`config.mk`:
```
export PLATFORM = sky130hd
export DESIGN_NAME = serial_flag_ctrl
export DESIGN_NICKNAME = d
export VERILOG_FILES = /design/src/rtl/sfc_pkg.sv /design/src/rtl/sfc_ctrl.sv /design/src/rtl/sfc_datapath.sv /design/src/rtl/serial_flag_ctrl.sv
export SDC_FILE = /design/constraint.sdc
export NUM_CORES = 1
export LEC_CHECK = 0
export CORE_ASPECT_RATIO = 1.25
export CORE_UTILIZATION = 51
export CTS_CLUSTER_DIAMETER = 50
export CTS_CLUSTER_SIZE = 8
export DETAILED_ROUTE_END_ITERATION = 16
export DONT_BUFFER_PORTS = 1
export PLACE_DENSITY = 0.76
export SLEW_MARGIN = 20
export SYNTH_ARGS = -nofsm -noshare
export SYNTH_HDL_FRONTEND = slang
export SYNTH_SLANG_ARGS = --single-unit
export TNS_END_PERCENT = 1
```
`constraint.sdc`:
```
create_clock -name clk -period 1 [get_ports clk]
set_input_delay 0.05 -clock clk [delete_from_list [all_inputs] [get_ports clk]]
set_output_delay 0.05 -clock clk [all_outputs]
set_load 0.01 [all_outputs]
```
`src/rtl/sfc_pkg.sv`:
```
package sfc_pkg;
  localparam int FLAG_W = 16;
  localparam int RX_BIT = 9;
  localparam int TX_BIT = 8;
  localparam int VEC_W  = 4;
  localparam logic [VEC_W-1:0] VEC_NONE = 4'd0;
  localparam logic [VEC_W-1:0] VEC_RX   = 4'd1;
  localparam logic [VEC_W-1:0] VEC_TX   = 4'd2;

  typedef struct packed {
    logic hardClrRx;
    logic softClrRx;
    logic setRx;
    logic wrTx;
    logic loadTx;
    logic forceTx;
    logic capFlag;
    logic capVec;
  } sfcStrobe_t;
endpackage

```
`src/rtl/sfc_ctrl.sv`:
```
module sfc_ctrl
  import sfc_pkg::*;
(
  input  logic       swReset,
  input  logic       modReset,
  input  logic       wrTxStb,
  input  logic       wrFlagStb,
  input  logic       wrRxBit,
  input  logic       rdRxStb,
  input  logic       rdVecStb,
  input  logic       rdFlagStb,
  input  logic       rxByteDone,
  input  logic       shifterIdle,
  input  logic       txReady,
  output sfcStrobe_t stb
);
  always_comb begin
    stb.hardClrRx = swReset | modReset;
    stb.softClrRx = rdRxStb | (wrFlagStb & wrRxBit);
    stb.setRx     = rxByteDone;
    stb.wrTx      = wrTxStb;
    stb.loadTx    = shifterIdle & ~txReady & ~modReset;
    stb.forceTx   = modReset;
    stb.capFlag   = rdFlagStb;
    stb.capVec    = rdVecStb;
  end
endmodule

```
`src/rtl/sfc_datapath.sv`:
```
module sfc_datapath
  import sfc_pkg::*;
#(
  parameter int DATA_W = 8
) (
  input  logic              clk,
  input  logic              rstN,
  input  sfcStrobe_t        stb,
  input  logic [DATA_W-1:0] wrByte,
  input  logic [DATA_W-1:0] rxByteIn,
  input  logic              rxIntEn,
  input  logic              txIntEn,
  input  logic              txEnable,
  output logic [DATA_W-1:0] rxData,
  output logic [DATA_W-1:0] txShiftData,
  output logic              rxReady,
  output logic              txReady,
  output logic              rxIrq,
  output logic              txIrq,
  output logic [FLAG_W-1:0] flagRead,
  output logic [VEC_W-1:0]  vecRead
);
  logic [FLAG_W-1:0] flagImage;
  logic [VEC_W-1:0]  vecCode;

  always_ff @(posedge clk or negedge rstN) begin
    if (!rstN)                rxReady <= 1'b0;
    else if (stb.hardClrRx)   rxReady <= 1'b0;
    else if (stb.setRx)       rxReady <= 1'b1;
    else if (stb.softClrRx)   rxReady <= 1'b0;
  end

  always_ff @(posedge clk or negedge rstN) begin
    if (!rstN)             rxData <= '0;
    else if (stb.setRx)    rxData <= rxByteIn;
  end

  always_ff @(posedge clk or negedge rstN) begin
    if (!rstN)             txReady <= 1'b1;
    else if (stb.forceTx)  txReady <= 1'b1;
    else if (stb.wrTx)     txReady <= 1'b0;
    else if (stb.loadTx)   txReady <= 1'b1;
  end

  always_ff @(posedge clk or negedge rstN) begin
    if (!rstN)             txShiftData <= '0;
    else if (stb.wrTx)     txShiftData <= wrByte;
  end

  assign rxIrq = rxReady & rxIntEn;
  assign txIrq = txReady & txIntEn & txEnable;

  always_comb begin
    flagImage         = '0;
    flagImage[RX_BIT] = rxReady;
    flagImage[TX_BIT] = txReady;
    if (rxIrq)      vecCode = VEC_RX;
    else if (txIrq) vecCode = VEC_TX;
    else            vecCode = VEC_NONE;
  end

  always_ff @(posedge clk or negedge rstN) begin
    if (!rstN) begin
      flagRead <= '0;
      vecRead  <= VEC_NONE;
    end else begin
      if (stb.capFlag) flagRead <= flagImage;
      if (stb.capVec)  vecRead  <= vecCode;
    end
  end

  AST_RX_SET:    assert property (@(posedge clk) disable iff (!rstN)
                   stb.setRx && !stb.hardClrRx |=> rxReady);
  AST_RX_CLEAR:  assert property (@(posedge clk) disable iff (!rstN)
                   stb.hardClrRx |=> !rxReady);
  AST_RX_HOLD:   assert property (@(posedge clk) disable iff (!rstN)
                   !stb.setRx && !stb.softClrRx && !stb.hardClrRx |=> $stable(rxReady));
  AST_TX_WRITE:  assert property (@(posedge clk) disable iff (!rstN)
                   stb.wrTx && !stb.forceTx |=> !txReady);
  AST_TX_LOAD:   assert property (@(posedge clk) disable iff (!rstN)
                   stb.loadTx && !stb.wrTx |=> txReady);
  AST_TX_FORCE:  assert property (@(posedge clk) disable iff (!rstN)
                   stb.forceTx |=> txReady);
  AST_VEC_KEEP:  assert property (@(posedge clk) disable iff (!rstN)
                   stb.capVec && !stb.setRx && !stb.softClrRx && !stb.hardClrRx |=> $stable(rxReady));
endmodule

```
`src/rtl/serial_flag_ctrl.sv`:
```
module serial_flag_ctrl
  import sfc_pkg::*;
#(
  parameter int DATA_W = 8
) (
  input  logic              clk,
  input  logic              rstN,
  input  logic              swReset,
  input  logic              modReset,
  input  logic              txEnable,
  input  logic              rxIntEn,
  input  logic              txIntEn,
  input  logic              wrTxStb,
  input  logic              wrFlagStb,
  input  logic [FLAG_W-1:0] wrData,
  input  logic              rdRxStb,
  input  logic              rdVecStb,
  input  logic              rdFlagStb,
  input  logic              rxByteDone,
  input  logic [DATA_W-1:0] rxByteIn,
  input  logic              shifterIdle,
  output logic [DATA_W-1:0] rxData,
  output logic [DATA_W-1:0] txShiftData,
  output logic              txLoad,
  output logic              rxReady,
  output logic              txReady,
  output logic              rxIrq,
  output logic              txIrq,
  output logic [FLAG_W-1:0] flagRead,
  output logic [VEC_W-1:0]  vecRead
);
  sfcStrobe_t stb;
  logic       unusedWrBits;

  assign unusedWrBits = ^{wrData[FLAG_W-1:RX_BIT+1], wrData[TX_BIT:DATA_W]};
  assign txLoad       = stb.loadTx;

  sfc_ctrl u_ctrl (
    .swReset     (swReset),
    .modReset    (modReset),
    .wrTxStb     (wrTxStb),
    .wrFlagStb   (wrFlagStb),
    .wrRxBit     (wrData[RX_BIT]),
    .rdRxStb     (rdRxStb),
    .rdVecStb    (rdVecStb),
    .rdFlagStb   (rdFlagStb),
    .rxByteDone  (rxByteDone),
    .shifterIdle (shifterIdle),
    .txReady     (txReady),
    .stb         (stb)
  );

  sfc_datapath #(.DATA_W(DATA_W)) u_dp (
    .clk         (clk),
    .rstN        (rstN),
    .stb         (stb),
    .wrByte      (wrData[DATA_W-1:0]),
    .rxByteIn    (rxByteIn),
    .rxIntEn     (rxIntEn),
    .txIntEn     (txIntEn),
    .txEnable    (txEnable),
    .rxData      (rxData),
    .txShiftData (txShiftData),
    .rxReady     (rxReady),
    .txReady     (txReady),
    .rxIrq       (rxIrq),
    .txIrq       (txIrq),
    .flagRead    (flagRead),
    .vecRead     (vecRead)
  );

  AST_IRQ_RX:  assert property (@(posedge clk) disable iff (!rstN)
                 rxIrq |-> rxReady && rxIntEn);
  AST_IRQ_TX:  assert property (@(posedge clk) disable iff (!rstN)
                 txIrq |-> txReady && txEnable);
  AST_RSV_ZERO: assert property (@(posedge clk) disable iff (!rstN)
                 $countones(flagRead) <= 2);
endmodule

```
Yosys cells after proc, flatten, opt, wreduce, memory -nomap -nowiden --
Index checks and enable logic that the tools add are counted. W data, S select, Z words.
Cells by class: bitwise operators 10, muxes and demuxes 8, reduce and logical (&&, ||, !) cells 2
Operator list (number):
- $and A1 B1 Y1 | 6
- $mux W1 | 6
- $reduce_bool A3 Y1 | 2
- $mux W4 | 1
- $mux W2 | 1
- $not A1 Y1 | 2
- $or A1 B1 Y1 | 2
Word-level totals: register bits after elaboration 24, bits of input ports 38

Logic depth before layout (Yosys ltp) --
Gate-level depths: netlist of run 1.
word-level depth 6, depth in mapped cells 3, mapped depth without buffers 3

Cells and area by module --
Synthesis of run 1 repeated with hierarchy kept, for this count alone.
Unflattened totals: cells, all modules 78, area total of the unflattened synthesis 1086.0 um^2
By module, submodules not included:
- sfc_datapath | area each 1027.2 um^2, times used 1, cells each 70
- sfc_ctrl | area each 58.8 um^2, times used 1, cells each 8

Worst setup path after synthesis of run 1 --
OpenSTA, ideal clock, no wires.
path kind reg-to-reg, start point register u_dp.txReady, end point register u_dp.vecRead[1], clock period less this slack 0.999 ns, stages on the path, launching flop included 4, arrival time 0.916 ns, data required time 0.917 ns, library setup time 0.083 ns, slack 0.001 ns, path through dfstp_2 -> and3_1 -> nand3b_1 -> o21ai_0
Between the ends: longest elaborated chain between the ends 4
Ends and longest elaborated chain:
- from (decl) | RTL line sfc_datapath.sv:17 | output logic txReady,
- from (signal assigned) | RTL line sfc_datapath.sv:39 | if (!rstN) txReady <= 1'b1;
- from (signal assigned) | RTL line sfc_datapath.sv:40 | else if (stb.forceTx) txReady <= 1'b1;
- from (signal assigned) | RTL line sfc_datapath.sv:41 | else if (stb.wrTx) txReady <= 1'b0;
- $and A1 B1 Y1 (2 in a row) | RTL line sfc_datapath.sv:51 | assign txIrq = txReady & txIntEn & txEnable;
- named net txIrq | RTL line serial_flag_ctrl.sv:28 | output logic txIrq,
- $mux W2 | RTL line sfc_datapath.sv:58 | else if (txIrq) vecCode = VEC_TX;
- $mux W4 | RTL line sfc_datapath.sv:57 | if (rxIrq) vecCode = VEC_RX;
- to (signal assigned) | RTL line sfc_datapath.sv:68 | if (stb.capVec) vecRead <= vecCode;
- to (decl) | RTL line sfc_datapath.sv:21 | output logic [VEC_W-1:0] vecRead
The timed path passes the listed nets, and every way through them passes these cells. A chain may end at the register's enable or synchronous reset.

Worst setup path in the final report of run 1 --
start point register u_dp.txReady, end point output port txIrq
Between the ends: longest elaborated chain between the ends 2
Ends and longest elaborated chain (RTL line):
- $and A1 B1 Y1 (2 in a row) | sfc_datapath.sv:51
- to (decl) | serial_flag_ctrl.sv:28
No other way between the ends.

==> results.md, run 1 <==
* CP Class: flop to output pin
* Simple-Gate Fraction of Synth Area at 4.09%
* Critical path arrival at 1.18 ns
* Detailed-placement wirelength estimate at 1.20 mm
* Mapped Cells at 72
* DR WL met2 at 1.09 mm
* DRT met1 WL at 697 um
* Fin nets at 142
* IO Port Bufs at 0
* Maximum root-to-sink buffer count at 2
* Residual DRC count at 0
* Rows at 17
* Adder-cell share of the synthesized area at 0%
* Ant diodes at 0
* Most frequent cells in the layout: dlygate4sd3_1 (22), dfrtp_1 (21), mux2_4 (16), conb_1 (16)
* Starting Density at 56.3%
* Most common cell after layout, fill and taps aside: dlygate4sd3_1
* Largest family of logic cells by synthesized area: multiplexers
* Number of global-route vias before repair at 674
* Hold crit path type: primary input to async pin
* CTS tree: built
* Share of cells above drive strength 1 at 30.1%
* Max Fclk at 814 MHz
* Global-route wire length before repair at 3.13 mm
* Post-synthesis register bit count at 22
* Synthesized area at 1040 sq um
* CTS clk-pin slew, worst paths at 0.11 ns
* Die Footprint at 2230 sq um
* Final Critical Period at 1.23 ns
* RSZ-0062 raised after global routing: yes
* Final WS setup at -0.228 ns
* Pin count of the biggest net entering global routing at 23
* Max Cap Viol at 0
* Crit start category: flop
* Die width at 42.4 um
* WHS at -0.0550 ns
* Fill cells at 130
* Status: finished, violations left
* Post-synthesis mux area share at 26.3%
* Vias at 604
* Max Slew Vio Count at 0
* Total global routing overflow at 0
* Initial antenna violation count at 0
* WL met3 at 127 um
* Tightest Pin Transition at 0.927 ns
* Worst skew pair latency at 0.30 ns
* Final Hold Vio Count at 21
* WL/cell at 15.8 um
* Worst VDD drop at 1.04 mV
* Worst R2R Setup Slack at -0.07 ns
* CTS Buf Count at 3
* Synthesized area per cell at 14.5 sq um
* Post-synth EDFFs at 0
* Antenna-violating nets left at 0
* Leak Pwr at 0.668 nW
* DRT iter0 DRCs at 4
* Ys async rst share at 100%
* Core area at 1850 sq um
* Netlist cell types at 18
* Violated checks: negative hold slack, negative setup slack
* Pwr per Cell Area at 1400 nW/um^2
* CTS Root Cell: clkbuf_4
* GRT Overall Usage at 19.5%
* Slew margin rel. at 38.2%
* Data required, critical path at 0.95 ns
* Clock skew at 0.000462 ns
* Vias/cell at 4.95
* Worst-path fanout max at 4
* Area fraction in compound gates after synthesis at 1.80%
* Num ports at 79
* Die Ht at 52.5 um
* WL final at 1.93 mm
* Seq/Total Area, Yosys at 53.0%
* Final Cycle Share at 123%
* Crit. End Element: output pin
* Final setup vio count at 5
* DR pass1 iterations at 2
* Max Used Layer: met4
* Clk sinks at 22
* GP Congestion at 0.580
* Synthesis warning total at 0
* Max H-tree Level at 1
* Synth Area in XOR/XNOR at 0%
* Layout Area Growth over Synthesis at 27.0%
* Ys flop type: dfrtp_1
* Final Power at 1.85 mW
[metal layers]
| layer | up-vias | global-route usage (%) |
|---|---|---|
| li1 | 269 | - |
| met1 | 293 | 20.5 |
| met2 | 40 | 35.6 |
| met3 | 2 | 5.17 |
| met4 | 0 | 9.38 |
| met5 | - | 0 |
[power by group]
part           switching, mW  internal [mW]
sequential            0.0964          0.972
clock                  0.253          0.222
combinational          0.114          0.195
total                  0.463           1.39
[worst max-delay path, stage by stage, from the launching register on]
cell and delay (ns):
dfstp_2 0.59, and3_4 0.20, buf_6 0.10
[cells in the mapped netlist, types with 2 or more instances]
master   number  area [sq um]
dfrtp_1      21           526
buf_4        16           120
mux2_4       16           240
mux2_2        3          33.8
buf_6         2          22.5
inv_1         2          7.51
[flip-flops by register name (all words and copies together) (netlist names)]
| name | flops |
|---|---|
| u_dp.rxReady | 1 |
| u_dp.vecRead | 2 |
| u_dp.txReady | 1 |
| u_dp.flagRead | 2 |
| u_dp.rxData | 8 |
| u_dp.txShiftData | 8 |
[repair_timing]
action / in CTS / in global routing
pin swaps: 2 / 1
endpoints found under the hold margin: 44 / 0
setup buffers: 0 / 1
endpoints found under the setup margin: 4 / 43
hold buffers: 25 / 0
resized for setup: 3 / 4
[stage by stage]
stage | TNS (ns) | instances | util (%) | setup WS, ns | area (sq um)
2_1_floorplan | 0 | 87 | - | 0.00124 | 1100
3_3_place_gp | 0 | 92 | 54.5 | 0.0668 | 1010
3_5_place_dp | 0 | 92 | 54.5 | 0.0528 | 1010
4_1_cts | -1.56 | 121 | 70.7 | -0.238 | 1310
5_1_grt | -0.829 | 122 | 71.5 | -0.280 | 1320
6_report | -0.557 | 122 | 71.5 | -0.228 | 1320
[cell type report]
| type | count | area, sq um | area share [%] |
|---|---|---|---|
| Clock buffer | 4 | 36.3 | 2.74 |
| Inverter | 2 | 7.51 | 0.568 |
| Multi-Input combinational cell | 45 | 400 | 30.3 |
| Sequential cell | 22 | 552 | 41.7 |
| Tap cell | 19 | 23.8 | 1.80 |
| Timing Repair Buffer | 30 | 303 | 22.9 |
[logic make-up (layout without fill, tap and decap cells)]
family / count (synthesis) / in the layout
mux: 19 / 19
simple gates: 7 / 7
flops: 22 / 22
other cells: 1 / 16
compound gates: 3 / 3
buf+inv: 20 / 36
[path summary, 6_finish.rpt]
kind | end | start | depth (start not counted)
setup / recovery | txIrq | u_dp.txReady | 2
max in group asynchronous | u_dp.txShiftData[7] | rstN | 1
setup reg to reg | u_dp.vecRead[1] | u_dp.txReady | 4
min in group clk | u_dp.vecRead[0] | rxIntEn | 2
hold / removal | u_dp.vecRead[1] | rstN | 1
hold reg to reg | u_dp.vecRead[1] | u_dp.vecRead[1] | 2
No activity file was read; power rests on OpenSTA's default activity.
==> run 2, diff against run 1 <==
Settings changed: ABC_AREA from default to 1.
==> results.md, run 2 <==
* Detailed-placement wirelength estimate at 1.25 mm (+4.5%)
* Data required, critical path at 0.95 ns (about the same)
* Critical path arrival at 1.16 ns (-0.02 ns)
* Layout Area Growth over Synthesis at 30.5%
* DR WL met2 at 1.28 mm (+18%)
* Delay-heaviest family, CP: flip-flops
* Die Footprint at 2160 sq um (-2.9%)
* Initial antenna violation count at 0 (unchanged)
* Die width at 41.8 um (-1.5%)
* Pwr per Cell Area at 1510 nW/um^2 (+8.0%)
* Leak Pwr at 0.706 nW (+5.6%)
* Violated checks: negative setup slack
* DRT met1 WL at 683 um (-2.0%)
* GP Congestion at 0.625 (+7.7%)
* Num ports at 79 (unchanged)
* Hold crit path type: primary input to flop
* Ys flop type: dfrtp_1
* Crit. End Element: output pin
* Worst VDD drop at 1.26 mV (+21%)
* Slowest Stage Delay on Critical Path at 0.61 ns (+0.02 ns)
* Ant diodes at 0 (unchanged)
* CP Class: flop to output pin
* CTS tree: built
* DR pass1 iterations at 4 (+2)
* Residual DRC count at 0 (unchanged)
* Synth area leader: dfrtp_1
* Place WS at 0.118 ns (+0.0651 ns)
* CTS Root Cell: clkbuf_4
* Most common cell after layout, fill and taps aside: nand2_1
* Global-route wire length before repair at 3.39 mm (+8.4%)
* Crit start category: flop
* Synthesis warning total at 0 (unchanged)
* Max Slew Vio Count at 0 (unchanged)
* Layout Cells excl Fill at 169 (+39%)
* Cells after DPL at 134 (+46%)
* Area contributors post-synth: dfrtp_1 (52%), nand2_1 (20%), buf_4 (12%), dfstp_2 (2.6%), buf_6 (2.2%)
* Max Cap Viol at 0 (unchanged)
* Post-synth EDFFs at 0 (unchanged)
* Net Switching at 0.497 mW (+7.3%)
* Netlist cell types at 18 (unchanged)
* Instance area at placement at 955 sq um (-5.3%)
* Slowest CP cell: dfstp_2
* Vias/cell at 4.72 (-4.6%)
* Final Cell Area at 1320 sq um (-0.38%)
* WL final at 2.15 mm (+11%)
* Max H-tree Level at 1 (unchanged)
* Top-area cell type share of the netlist area at 52.0% (+1.6 points)
* Synthesized area at 1010 sq um (-3.0%)
* Setup TNS Final at -0.527 ns (+0.0302 ns)
* Pin count of the biggest net entering global routing at 23 (unchanged)
* DRT iter0 DRCs at 14 (+10)
* Final setup vio count at 3 (-2)
* Most frequent cells in the layout: nand2_1 (54), dlygate4sd3_1 (27), dfrtp_1 (20)
* RSZ-0062 raised after global routing: yes
* WL met3 at 161 um (+27%)
* CTS Buf Count at 3 (unchanged)
* Mapped Cells at 117 (+63%)
* Final WS setup at -0.210 ns (+0.0180 ns)
* Clk sinks at 22 (unchanged)
* Die Ht at 51.7 um (-1.5%)
* Total global routing overflow at 0 (unchanged)
* Most frequent cell after synthesis: nand2_1
* Sw frac at 24.9% (-0.070 points)
* Core area at 1810 sq um (-2.3%)
* Max Used Layer: met4
* Worst Path Buf+Inv at 2 (+1)
* Gate power share at 13.3% (-3.4 points)
* Maximum root-to-sink buffer count at 2 (unchanged)
* Register share of total power at 53.0% (-4.7 points)
* Seq/Total Area, Yosys at 54.6% (+1.6 points)
* Vias at 798 (+32%)
* WL/cell at 12.7 um (-20%)
* Final Power at 1.99 mW (+7.6%)
* IO Port Bufs at 0 (unchanged)
* Core Util, Final at 72.9% (+1.4 points)
* Status: finished, violations left
* Fin nets at 189 (+33%)
* Ys async rst share at 100% (unchanged)
* Internal cell power at 1.50 mW (+7.7%)
* Synthesized area per cell at 8.63 sq um (-40%)
* Number of global-route vias before repair at 836 (+24%)
* WHS at 0.00392 ns (+0.0590 ns)
* Biggest regs: u_dp.rxData (8), u_dp.txShiftData (8)
* Worst-path fanout max at 4 (unchanged)
* Final Critical Period at 1.21 ns (-0.0180 ns)
* Max Fclk at 827 MHz (+1.5%)
* Clock skew at 0.0115 ns (+0.0110 ns)
* Share of cells above drive strength 1 at 12.7% (-17 points)
* Post-synthesis register bit count at 22 (unchanged)
* CP cell instances: nand3_2 -> inv_2 -> buf_6
* Final Cycle Share at 121% (-1.8 points)
* Antenna-violating nets left at 0 (unchanged)
* Clock power share at 33.6% (+8.0 points)
* GRT Overall Usage at 21.2% (+1.7 points)
* Post-synth top cells: nand2_1 (55), dfrtp_1 (21), buf_4 (16)
* Starting Density at 55.8% (-0.41 points)
* Final Hold Vio Count at 0 (-100%)
* CTS clk-pin slew, worst paths at 0.13 ns (+0.02 ns)
* Rows at 17 (unchanged)
* Worst skew pair latency at 0.30 ns (about the same)
==> run 2: power groups by stage <==
stage | sequential [mW] | clock (mW) | combinational [mW]
global placement | 1.07 | 0 | 0.127
CTS | 1.06 | 0.685 | 0.258
global route | 1.07 | 0.703 | 0.302
floorplan | 1.06 | 0 | 0.179
finish | 1.06 | 0.670 | 0.266
detailed placement | 1.07 | 0 | 0.134
==> run 2: worst min-delay path: cells and delay by family <==
family                 cells  cell delay [ns]
AND/OR/NAND/NOR            4             0.15
buffers and inverters      1             0.08
==> run 2: final timing paths <==
check / start / to / slack [ns] / depth (start not counted)
worst max-delay path: u_dp.txReady / txIrq / -0.21 / 3
worst min-delay path: rxIntEn / u_dp.vecRead[1] / 0.004 / 5
worst max register to register: u_dp.txReady / u_dp.vecRead[1] / -0.18 / 7
worst min register to register: u_dp.txShiftData[2] / u_dp.txShiftData[2] / 0.56 / 2
max in group asynchronous: rstN / u_dp.txReady / 0.42 / 2
min in group asynchronous: rstN / u_dp.txShiftData[3] / 0.22 / 2
==> run 2: cells by family (layout without fill, tap and decap cells) <==
| family | after synthesis | in the layout | synth area share (%) |
|---|---|---|---|
| simple gates | 64 | 64 | 24.5 |
| buf+inv | 26 | 44 | 17.8 |
| flops | 22 | 22 | 54.6 |
| compound gates | 4 | 4 | 2.60 |
| other cells | 1 | 16 | 0.371 |
==> run 2: what timing repair did <==
item	in CTS	in global routing
setup buffers	3	0
resized for setup	4	1
pin swaps	1	0
hold buffers	27	1
endpoints found under the setup margin	3	4
endpoints found under the hold margin	44	21
==> run 2: area by class of cell <==
cell class,instances,area [sq um]
timing repair buffer,32,309
fill,130,490
clock buffer,3,22.5
clock inverter,1,30.0
multi-input combinational,84,342
sequential,22,553
inverter,8,37.5
tap,19,23.8
==> run 2: metal layers <==
metal	vias up	track usage [%]
li1	384	-
met1	366	18.5
met2	44	43.8
met3	4	5.90
met4	0	8.60
met5	-	0
==> run 3, diff against run 2 <==
Settings changed: CORE_MARGIN from default to 1.5, SLEW_MARGIN 20 to default.
Clock period 1 ns to 1.2 ns, I/O delays scaled along.
==> results.md, run 3 (synthesized netlist as in run 2, its figures left out) <==
* Status: completed
* WL/cell at 13.4 um (+5.3%)
* Worst R2R Setup Slack at 0.23 ns (+0.41 ns)
* Vias/cell at 4.72 (about the same)
* Pwr per Cell Area at 1190 nW/um^2 (-22%)
* Layout Area Growth over Synthesis at 24.9%
* Most frequent cells in the layout: nand2_1 (55), dlygate4sd3_1 (27), dfrtp_1 (21)
* Final Critical Period at 1.15 ns
* Clock power share at 27.1% (-6.5 points)
* Ant diodes at 0 (unchanged)
* Final Cycle Share at 96.0%
* Setup TNS Final at 0 ns (+0.527 ns)
* Tightest Pin Transition at 0.928 ns
* GRT Overall Usage at 21.1% (-0.12 points)
* Post CTS Setup Buffer Count at 0 (-3)
* Hold crit path type: primary input to flop
* CP Launch Point: u_dp.txReady
* Worst skew pair latency at 0.30 ns (about the same)
* Data required, critical path at 1.14 ns (+0.19 ns)
* Pin count of the biggest net entering global routing at 23 (unchanged)
* WHS at 0.0217 ns (+0.0178 ns)
* Clock skew at 0.000570 ns (-0.0109 ns)
* Share of cells above drive strength 1 at 8.97% (-3.7 points)
* Worst VDD drop at 0.720 mV (-43%)
* Total global routing overflow at 0 (unchanged)
* Initial antenna violation count at 0 (unchanged)
* DR pass1 iterations at 3 (-1)
* Die width at 42.8 um (+2.4%)
* Number of global-route vias before repair at 876 (+4.8%)
* RSZ-0062 raised after global routing: yes
* CTS clk-pin slew, worst paths at 0.12 ns (about the same)
* Final Power at 1.50 mW (-25%)
* Clk sinks at 22 (unchanged)
* Crit start category: flop
* Max Cap Viol at 0 (unchanged)
* Hold path start: txIntEn
* Detailed-placement wirelength estimate at 1.31 mm (+4.5%)
* Core Util, Final at 69.8% (-3.1 points)
* Layout Cells excl Fill at 164 (-3.0%)
* Most common cell after layout, fill and taps aside: nand2_1
* Final WS setup at 0.0484 ns (+0.258 ns)
* Die Footprint at 2260 sq um (+4.4%)
* Fin nets at 184 (-2.6%)
* IO Port Bufs at 0 (unchanged)
* Rows at 17 (unchanged)
* Global-route wire length before repair at 3.47 mm (+2.5%)
* Worst-path fanout max at 4 (unchanged)
* Biggest regs: u_dp.rxData (8), u_dp.txShiftData (8)
* Register share of total power at 58.8% (+5.8 points)
* Antenna-violating nets left at 0 (unchanged)
* Leak Pwr at 0.673 nW (-4.7%)
* Net Switching at 0.412 mW (-17%)
* CTS Buf Count at 3 (unchanged)
* Slew margin rel. at 37.9%
* Final setup vio count at 0 (-3)
* Max H-tree Level at 1 (unchanged)
* Internal cell power at 1.08 mW (-28%)
* Final Cell Area at 1260 sq um (-4.3%)
* Starting Density at 55.8% (unchanged)
* WL final at 2.20 mm (+2.2%)
* Vias at 774 (-3.0%)
* Place WS at 0.235 ns (+0.117 ns)
* Die Ht at 52.7 um (+1.9%)
* DRT iter0 DRCs at 3 (-11)
* Instance area at placement at 947 sq um (-0.79%)
* Cells after DPL at 133 (-0.75%)
* Residual DRC count at 0 (unchanged)
* Critical path arrival at 1.09 ns (-0.07 ns)
* Final Hold Vio Count at 0 (unchanged)
* Max Fclk at 868 MHz
* CP Class: flop to output pin
* Sw frac at 27.6% (+2.7 points)
* CTS tree: built
* Gate power share at 14.0% (+0.7 points)
* GP Congestion at 0.635 (+1.6%)
* CTS Root Cell: clkbuf_4
* Core area at 1810 sq um (unchanged)
* Crit. End Element: output pin
* Reg2Reg Launch Point: u_dp.txReady
* Maximum root-to-sink buffer count at 2 (unchanged)
* Max Slew Vio Count at 0 (unchanged)
* Num ports at 79 (unchanged)
## run 3: cell type report
class,instances,area [sq um]
Clock buffer,4,36.3
Tap cell,19,23.8
Timing Repair Buffer,27,270
Multi-Input combinational cell,84,342
Inverter,8,37.5
Sequential cell,22,552
Fill cell,138,547
## run 3: critical path, stage by stage (launching register included)
cell and delay [ns]:
dfstp_2 0.60, inv_1 0.07, nand2_1 0.07, nor2_2 0.06
## run 3: power groups by stage
stage	Sequential (mW)	Clock (mW)	Combinational (mW)
2_1_floorplan	0.881	0	0.149
3_3_place_gp	0.891	0	0.103
3_5_place_dp	0.893	0	0.110
4_1_cts	0.879	0.411	0.203
5_1_grt	0.889	0.442	0.239
6_report	0.879	0.406	0.210
## run 3: repair_timing
| action | in CTS | in global routing |
|---|---|---|
| endpoints found under the setup margin | 0 | 3 |
| resized for setup | 0 | 3 |
| hold buffers | 27 | 1 |
| endpoints found under the hold margin | 44 | 1 |
## run 3: metal layers
layer	global-route usage (%)	routed length [um]	part of all wire, %
met1	18.8	697	32
met2	43.2	1320	60
met3	5.17	164	7.5
met4	8.85	10	0.46
met5	0	0	0
## run 3: path summary, 6_finish.rpt
kind,to,depth (start not counted)
worst max-delay path,txLoad,3
worst min-delay path,u_dp.vecRead[1],4
worst max register to register,u_dp.vecRead[1],4
worst min register to register,u_dp.txShiftData[5],2
max in group asynchronous,u_dp.flagRead[8],1
min in group asynchronous,u_dp.rxData[1],1
